### src/rtl/wdg_pkg.sv
package wdg_pkg;
  localparam logic [3:0] OFS_CTRL  = 4'h0;
  localparam logic [3:0] OFS_COUNT = 4'h4;
  localparam logic [3:0] OFS_LIMIT = 4'h8;

  localparam logic [31:0] KEY_OPEN32 = 32'hD928_C520;
  localparam logic [31:0] KEY_FEED32 = 32'hB480_A602;
  localparam logic [15:0] KEY_OPEN_A = 16'hC520;
  localparam logic [15:0] KEY_OPEN_B = 16'hD928;
  localparam logic [15:0] KEY_FEED_A = 16'hA602;
  localparam logic [15:0] KEY_FEED_B = 16'hB480;

  localparam int B_FLAG = 14;
  localparam int B_WIDE = 13;
  localparam int B_PRES = 12;
  localparam int B_OPEN = 11;
  localparam int B_DONE = 10;
  localparam int B_CSEL = 8;
  localparam int B_EN   = 7;
  localparam int B_IRQ  = 6;
  localparam int B_UPD  = 5;
  localparam int B_WAIT = 1;
  localparam int B_STOP = 0;

  typedef struct packed {
    logic       wide;
    logic       pres;
    logic [1:0] csel;
    logic       en;
    logic       irq_en;
    logic       upd;
    logic       run_wait;
    logic       run_stop;
  } ctrl_t;
endpackage

### src/rtl/wdg_key_unit.sv
module wdg_key_unit
  import wdg_pkg::*;
#(
  parameter int WIN = 128
) (
  input  logic        clk,
  input  logic        rst_n,
  input  logic        key_wr,
  input  logic [31:0] key_data,
  input  logic        wide,
  input  logic        upd_ok,
  input  logic        cfg_wr,
  output logic        open_o,
  output logic        feed_o
);
  localparam int WW = $clog2(WIN + 1);

  logic          arm_open_q, arm_feed_q;
  logic          open_hit, feed_hit;
  logic [WW-1:0] win_q;

  always_comb begin
    if (wide) begin
      open_hit = (key_data == KEY_OPEN32);
      feed_hit = (key_data == KEY_FEED32);
    end else begin
      open_hit = arm_open_q && (key_data[15:0] == KEY_OPEN_B);
      feed_hit = arm_feed_q && (key_data[15:0] == KEY_FEED_B);
    end
  end

  assign feed_o = key_wr && feed_hit;

  always_ff @(posedge clk or negedge rst_n) begin
    if (!rst_n) begin
      arm_open_q <= 1'b0;
      arm_feed_q <= 1'b0;
    end else if (key_wr) begin
      arm_open_q <= !wide && (key_data[15:0] == KEY_OPEN_A);
      arm_feed_q <= !wide && (key_data[15:0] == KEY_FEED_A);
    end
  end

  always_ff @(posedge clk or negedge rst_n) begin
    if (!rst_n) begin
      open_o <= 1'b0;
      win_q  <= '0;
    end else if (cfg_wr) begin
      open_o <= 1'b0;
      win_q  <= '0;
    end else if (key_wr && open_hit && upd_ok) begin
      open_o <= 1'b1;
      win_q  <= WW'(WIN - 1);
    end else if (open_o) begin
      if (win_q == '0) open_o <= 1'b0;
      else             win_q  <= win_q - 1'b1;
    end
  end

  // one accepted configuration write closes the window
  assert_close_on_cfg_R5: assert property (@(posedge clk) disable iff (!rst_n)
    cfg_wr |=> !open_o);
  // no unlock while updates are disallowed
  assert_no_open_locked_R12: assert property (@(posedge clk) disable iff (!rst_n)
    (!upd_ok && !open_o) |=> !open_o);
endmodule

### src/rtl/wdg_count_unit.sv
module wdg_count_unit #(
  parameter int CW       = 16,
  parameter int PRE_BITS = 8,
  parameter int LEAD     = 4
) (
  input  logic          clk,
  input  logic          rst_n,
  input  logic          tick,
  input  logic          en,
  input  logic          pres,
  input  logic          irq_en,
  input  logic [CW-1:0] limit,
  input  logic          feed,
  output logic [CW-1:0] count_o,
  output logic          flag_o,
  output logic          irq_o,
  output logic          rst_o
);
  localparam int LW = $clog2(LEAD + 1);

  logic [PRE_BITS-1:0] div_q;
  logic [LW-1:0]       lead_q;
  logic                step, fire;
  logic [CW:0]         nxt;

  assign step = tick && en && (!pres || (&div_q));
  assign nxt  = {1'b0, count_o} + (CW+1)'(1);
  assign fire = step && !feed && (nxt >= {1'b0, limit});

  always_ff @(posedge clk or negedge rst_n) begin
    if (!rst_n) begin
      count_o <= '0;
      div_q   <= '0;
    end else if (feed) begin
      count_o <= '0;
      div_q   <= '0;
    end else begin
      if (tick && en && pres) div_q <= div_q + 1'b1;
      if (step) count_o <= fire ? '0 : nxt[CW-1:0];
    end
  end

  always_ff @(posedge clk or negedge rst_n) begin
    if (!rst_n) begin
      flag_o <= 1'b0;
      irq_o  <= 1'b0;
      rst_o  <= 1'b0;
      lead_q <= '0;
    end else begin
      if (fire) flag_o <= 1'b1;
      irq_o <= fire && irq_en;
      rst_o <= (fire && !irq_en) || (lead_q == LW'(1));
      if (fire && irq_en)   lead_q <= LW'(LEAD);
      else if (lead_q != '0) lead_q <= lead_q - 1'b1;
    end
  end

  // a refresh leaves the counter at zero
  assert_feed_clears_R6: assert property (@(posedge clk) disable iff (!rst_n)
    feed |=> (count_o == '0));
  // a disabled counter holds its value
  assert_hold_disabled_R7: assert property (@(posedge clk) disable iff (!rst_n)
    (!en && !feed) |=> $stable(count_o));
  // a reset request is always accompanied by the sticky flag
  assert_rst_has_flag_R7: assert property (@(posedge clk) disable iff (!rst_n)
    rst_o |-> flag_o);
  // the flag never clears once set
  assert_flag_sticky_R7: assert property (@(posedge clk) disable iff (!rst_n)
    flag_o |=> flag_o);
endmodule

### src/rtl/keyed_watchdog.sv
module keyed_watchdog
  import wdg_pkg::*;
#(
  parameter int             CW        = 16,
  parameter int             ULK_WIN   = 128,
  parameter int             PRE_BITS  = 8,
  parameter int             IRQ_LEAD  = 4,
  parameter logic [CW-1:0]  LIMIT_RST = '1
) (
  input  logic        clk,
  input  logic        rst_n,
  input  logic        tick,
  input  logic        bus_we,
  input  logic [3:0]  bus_addr,
  input  logic [31:0] bus_wdata,
  output logic [31:0] bus_rdata,
  output logic        wdog_irq,
  output logic        wdog_rst
);
  ctrl_t         ctrl_q;
  logic [CW-1:0] limit_q;
  logic [CW-1:0] count;
  logic          open, feed, flag, done_q;
  logic          key_wr, ctrl_wr, limit_wr, cfg_wr;

  assign key_wr   = bus_we && (bus_addr == OFS_COUNT);
  assign ctrl_wr  = bus_we && (bus_addr == OFS_CTRL)  && open;
  assign limit_wr = bus_we && (bus_addr == OFS_LIMIT) && open;
  assign cfg_wr   = ctrl_wr || limit_wr;

  wdg_key_unit #(.WIN(ULK_WIN)) u_key (
    .clk      (clk),
    .rst_n    (rst_n),
    .key_wr   (key_wr),
    .key_data (bus_wdata),
    .wide     (ctrl_q.wide),
    .upd_ok   (ctrl_q.upd),
    .cfg_wr   (cfg_wr),
    .open_o   (open),
    .feed_o   (feed)
  );

  wdg_count_unit #(.CW(CW), .PRE_BITS(PRE_BITS), .LEAD(IRQ_LEAD)) u_count (
    .clk     (clk),
    .rst_n   (rst_n),
    .tick    (tick),
    .en      (ctrl_q.en),
    .pres    (ctrl_q.pres),
    .irq_en  (ctrl_q.irq_en),
    .limit   (limit_q),
    .feed    (feed),
    .count_o (count),
    .flag_o  (flag),
    .irq_o   (wdog_irq),
    .rst_o   (wdog_rst)
  );

  always_ff @(posedge clk or negedge rst_n) begin
    if (!rst_n) begin
      ctrl_q  <= '{wide: 1'b1, upd: 1'b1, default: '0};
      limit_q <= LIMIT_RST;
      done_q  <= 1'b1;
    end else begin
      if (ctrl_wr) begin
        ctrl_q.wide     <= bus_wdata[B_WIDE];
        ctrl_q.pres     <= bus_wdata[B_PRES];
        ctrl_q.csel     <= bus_wdata[B_CSEL+1:B_CSEL];
        ctrl_q.en       <= bus_wdata[B_EN];
        ctrl_q.irq_en   <= bus_wdata[B_IRQ];
        ctrl_q.upd      <= bus_wdata[B_UPD];
        ctrl_q.run_wait <= bus_wdata[B_WAIT];
        ctrl_q.run_stop <= bus_wdata[B_STOP];
      end
      if (limit_wr) limit_q <= bus_wdata[CW-1:0];
      if (cfg_wr)    done_q <= 1'b0;
      else if (tick) done_q <= 1'b1;
    end
  end

  always_comb begin
    bus_rdata = '0;
    case (bus_addr)
      OFS_CTRL: begin
        bus_rdata[B_FLAG]            = flag;
        bus_rdata[B_WIDE]            = ctrl_q.wide;
        bus_rdata[B_PRES]            = ctrl_q.pres;
        bus_rdata[B_OPEN]            = open;
        bus_rdata[B_DONE]            = done_q;
        bus_rdata[B_CSEL+1:B_CSEL]   = ctrl_q.csel;
        bus_rdata[B_EN]              = ctrl_q.en;
        bus_rdata[B_IRQ]             = ctrl_q.irq_en;
        bus_rdata[B_UPD]             = ctrl_q.upd;
        bus_rdata[B_WAIT]            = ctrl_q.run_wait;
        bus_rdata[B_STOP]            = ctrl_q.run_stop;
      end
      OFS_COUNT: bus_rdata = 32'(count);
      OFS_LIMIT: bus_rdata = 32'(limit_q);
      default:   bus_rdata = '0;
    endcase
  end

  // limit is untouched by a write while the window is closed
  assert_locked_limit_R4: assert property (@(posedge clk) disable iff (!rst_n)
    (bus_we && (bus_addr == OFS_LIMIT) && !open) |=> $stable(limit_q));
  // control word is untouched by a write while the window is closed
  assert_locked_ctrl_R4: assert property (@(posedge clk) disable iff (!rst_n)
    (bus_we && (bus_addr == OFS_CTRL) && !open) |=> $stable(ctrl_q));
  // an accepted configuration write clears the applied bit
  assert_done_clears_R10: assert property (@(posedge clk) disable iff (!rst_n)
    cfg_wr |=> !done_q);
  // a tick without configuration sets the applied bit
  assert_done_sets_R10: assert property (@(posedge clk) disable iff (!rst_n)
    (tick && !cfg_wr) |=> done_q);
endmodule

### config.mk
export PLATFORM = sky130hd
export DESIGN_NAME = keyed_watchdog
export DESIGN_NICKNAME = d
export VERILOG_FILES = /design/src/rtl/wdg_pkg.sv /design/src/rtl/wdg_key_unit.sv /design/src/rtl/wdg_count_unit.sv /design/src/rtl/keyed_watchdog.sv
export SDC_FILE = /design/constraint.sdc
export NUM_CORES = 1
export LEC_CHECK = 0
export ABC_AREA = 1
export BUFFER_PORTS_ARGS = -buffer_cell sky130_fd_sc_hd__buf_2
export CAP_MARGIN = 20
export CORE_ASPECT_RATIO = 2
export CORE_MARGIN = 2
export CORE_UTILIZATION = 54
export CTS_CLUSTER_DIAMETER = 40
export CTS_CLUSTER_SIZE = 40
export DETAILED_ROUTE_END_ITERATION = 10
export GPL_TIMING_DRIVEN = 1
export MAX_ROUTING_LAYER = met4
export PLACE_DENSITY = 0.8
export SLEW_MARGIN = 30
export SYNTH_ARGS = -nofsm -noshare
export SYNTH_HDL_FRONTEND = slang
export SYNTH_SLANG_ARGS = --single-unit
### constraint.sdc
create_clock -name clk -period 3.2 [get_ports clk]
set_clock_uncertainty 0.2 [all_clocks]
set_input_delay 0.32 -clock clk [delete_from_list [all_inputs] [get_ports clk]]
set_output_delay 0.32 -clock clk [all_outputs]
set_load 0.01 [all_outputs]
==> results.sh <==
export IMPL_status="finished clean"
export IMPL_setup_tns_ns=0
export IMPL_cp_arrival_ns=3.05
export IMPL_drc=0
export IMPL_grt_start_max_net_pins=35
export IMPL_preCtsSetupSlack_ns=0.05953
export IMPL_drtPass1Iterations=5
export IMPL_hold_violations=0
export IMPL_grt_remaining_overflow=0
export IMPL_multi_input_comb_area_mm2=0.002426
export IMPL_die_w_um=69.16
export IMPL_num_antenna_cells=0
export IMPL_first_iter_violations=275
export IMPL_min_delay_start="bus_wdata[11]"
export IMPL_path_class="reg2reg"
export IMPL_num_vias=4313
export IMPL_yosys_cell_types_count=37
export IMPL_final_cell_mix="nand2_1, inv_1, buf_2"
export IMPL_synthArstFlopShare_pct=100.0
export IMPL_area_growth_pct=14.27
export IMPL_hold_depth=3
export IMPL_p_int_mw=2.254
export IMPL_p_sw_share_pct=36.73
export IMPL_cts_buffer_depth=2
export IMPL_final_common_cell="nand2_1"
export IMPL_core_mm2=0.008292
export IMPL_cpMostUsedCell="nand2_1"
export IMPL_power_frac_comb_pct=32.3
export IMPL_slowest_delay_ns=0.42
export IMPL_portBuffers=57
export IMPL_antenna_left=0
export IMPL_worstReg2RegStart="u_count.count_o[0]"
export IMPL_gp_congestion=1.001
export IMPL_fin_area_mm2=0.005240
export IMPL_synth_edf_count=0
export IMPL_cts_made_buffers=9
export IMPL_design_die_area_mm2=0.009290
export IMPL_routed_wl_um=12210
export IMPL_r2r_end="u_count.lead_q[1]"
export IMPL_crit_path_end_kind="flop"
export IMPL_max_freq_mhz=330.4
export IMPL_start_util_pct=55.30
export IMPL_powerDensity_mw_per_mm2=679.7
export IMPL_rr_worst_depth=14
export IMPL_power_share_clock_pct=30.5
export IMPL_cp_startpoint="u_count.count_o[0]"
export IMPL_hold_path_class="in2reg"
export IMPL_setup_slack_ns=0.1730
export IMPL_ys_ff_latch=67
export IMPL_yosys_warnings=0
export IMPL_nNetsFinal=738
export IMPL_ctsRootBufferMaster="clkbuf_16"
export IMPL_max_cap_violations=0
export IMPL_fp_row_count=47
export IMPL_slew_violations=0
export IMPL_hpwl_um=9569
export IMPL_start_kind="flop"
export IMPL_finalPower_mw=3.562
export IMPL_finalCritPeriodShare_pct=94.60
export IMPL_fin_util_pct=63.20
export IMPL_slew_headroom_pct=55.31
export IMPL_ff_latch_area_mm2=0.001700
export IMPL_htreeDepth=3
export IMPL_power_leakage_nw=2.737
export IMPL_synth_ff_type="dfrtp_1"
export IMPL_peakVddDrop_v=0.0005398
export IMPL_viasPerCell=5.544
export IMPL_crit_required_ns=3.22
export IMPL_crit_path_end="u_count.lead_q[1]"
export IMPL_num_fill_cells=752
export IMPL_critical_path_cell_chain="ha_1, nand2_1, nor3_2, xor2_1, ha_1, nand2_1, nor2_4, nand4_1, nand3_1, nand2_1, nand2_1, nand3_2, nor2_4, nor2_1"
export IMPL_clkTransAtPathRegs_ns=0.06
export IMPL_finalWorstPathRequiredPeriod_ns=3.027
export IMPL_track_usage_pct=27.96
export IMPL_clkLatencyLatePin_ns=0.34
export IMPL_rsz0062_at_grt="false"
export IMPL_avgSynthCellArea_um2=7.432
export IMPL_critPathMaxFanout=5
export IMPL_cpMaxStageDelayCell="dfrtp_1"
export IMPL_first_global_vias=4247
export IMPL_clock_sinks=67
export IMPL_wl_per_cell_um=15.69
export IMPL_worstMarginPinSlew_ns=0.6680
export IMPL_netlist_area_mm2=0.004586
export IMPL_finalSetupViolations=0
export IMPL_grt_pass1_wl_um=19850
export IMPL_die_y_um=134.3
export IMPL_drive_above_1_share_pct=19.12
export IMPL_io_pins=74
export IMPL_synth_cells=617
export IMPL_placedInstanceArea_mm2=0.004883
export IMPL_yosysSeqAreaShare_pct=37.08
export IMPL_pwr_share_seq_pct=37.1
export IMPL_grt_antenna_before_repair=0
export IMPL_p_switching_mw=1.308
export IMPL_regToRegSetupSlack_ns=0.17
export IMPL_cts_tree="yes"
[worst min-delay path by stage]
stage	endpoint	slack [ns]
detailed placement	u_count.rst_o	0.08
global placement	u_count.irq_o	0.07
floorplan	ctrl_q[0]	-0.18
CTS	limit_q[10]	0.02
global route	limit_q[11]	0.05
finish	limit_q[11]	0.03
[area by class of cell]
type                    instances  share of cell area, %
flip-flops and latches         67                  32.45
well taps                      98                  2.340
multi-input cells             444                  46.30
clock buffers                   9                  4.298
repair buffers                 62                  6.208
clock inverters                 7                  1.886
inverters                      91                  6.519
[through the flow]
step / hold WS (ns) / cells
6_report: 0.03400 / 778
4_1_cts: 0.02339 / 778
3_3_place_gp: 0.06940 / 761
3_5_place_dp: 0.07503 / 761
2_1_floorplan: -0.1756 / 632
5_1_grt: 0.04565 / 778
[synth_stat cells (3+ instances only)]
cell type  count  area share, %
nand3_1       45            4.9
buf_2          4           0.44
dfrtp_1       48             26
inv_2         12           0.98
o221ai_1       5           0.95
nand2_4        3           0.74
o21ai_0       17            1.9
ha_1          23            6.3
buf_4         17            2.8
o211ai_1       7            1.1
o21ai_1       13            1.4
o22ai_1        3           0.41
nor2_2         3           0.41
inv_1         77            6.3
nand2_2        6           0.82
a21oi_1       10            1.1
nand2_1      155             13
nor3_1         7           0.76
xor2_1        22            4.2
dfstp_2       19             11
clkbuf_1       7           0.57
nor4_1         3           0.41
xnor2_1        3           0.57
nand4_1       32            4.4
nor2_1        57            4.7
[cell families (layout without fill, tap and decap cells)]
kind of cell             Yosys count  after routing  share of synthesized area [%]
buffers and inverters            121            169                          11.73
AO/OA/AOI/OAI                     58             58                          7.340
XOR/XNOR                          25             25                          4.775
flip-flops                        67             67                          37.08
adder cells (fa/ha/maj)           23             23                          6.276
other                              1             16                        0.08178
AND/OR/NAND/NOR                  322            322                          32.72
[sequential cells by signal (all words and copies together), names as in the netlist, 3 cells and up]
| name | flops |
|---|---|
| limit_q | 16 |
| u_key.win_q | 8 |
| ctrl_q | 9 |
| u_count.count_o | 16 |
| u_count.div_q | 8 |
| u_count.lead_q | 3 |
[per-layer routing]
| layer | vias to the layer above | share of wire (%) | GRT usage [%] |
|---|---|---|---|
| met3 | 57 | 4.0 | 4.808 |
| met4 | 0 | 6.0 | 17.76 |
| met2 | 150 | 54 | 49.68 |
| li1 | 2086 | - | - |
| met5 | - | 0 | - |
| met1 | 2020 | 36 | 27.73 |
[timing repair]
action	in CTS	in global routing
gates resized for setup	0	5
hold endpoints to repair	9	0
hold buffers	1	0
buffers inserted	0	0
endpoints found under the setup margin	0	22
[power groups by stage]
stage	clock (mW)	sequential [mW]	combinational, mW
finish	1.09	1.32	1.15
global route	1.13	1.35	1.32
CTS	1.10	1.32	1.13
detailed placement	0	1.33	1.12
global placement	0	1.32	1.08
floorplan	0	1.28	0.859
[critical path, delay by kind of cell (launching register included)]
family	cells	cell delay [ns]
XOR/XNOR	1	0.34
adder cells (fa/ha/maj)	2	0.40
flip-flops	1	0.42
AND/OR/NAND/NOR	11	1.53
(Power assumes the default switching activity.)
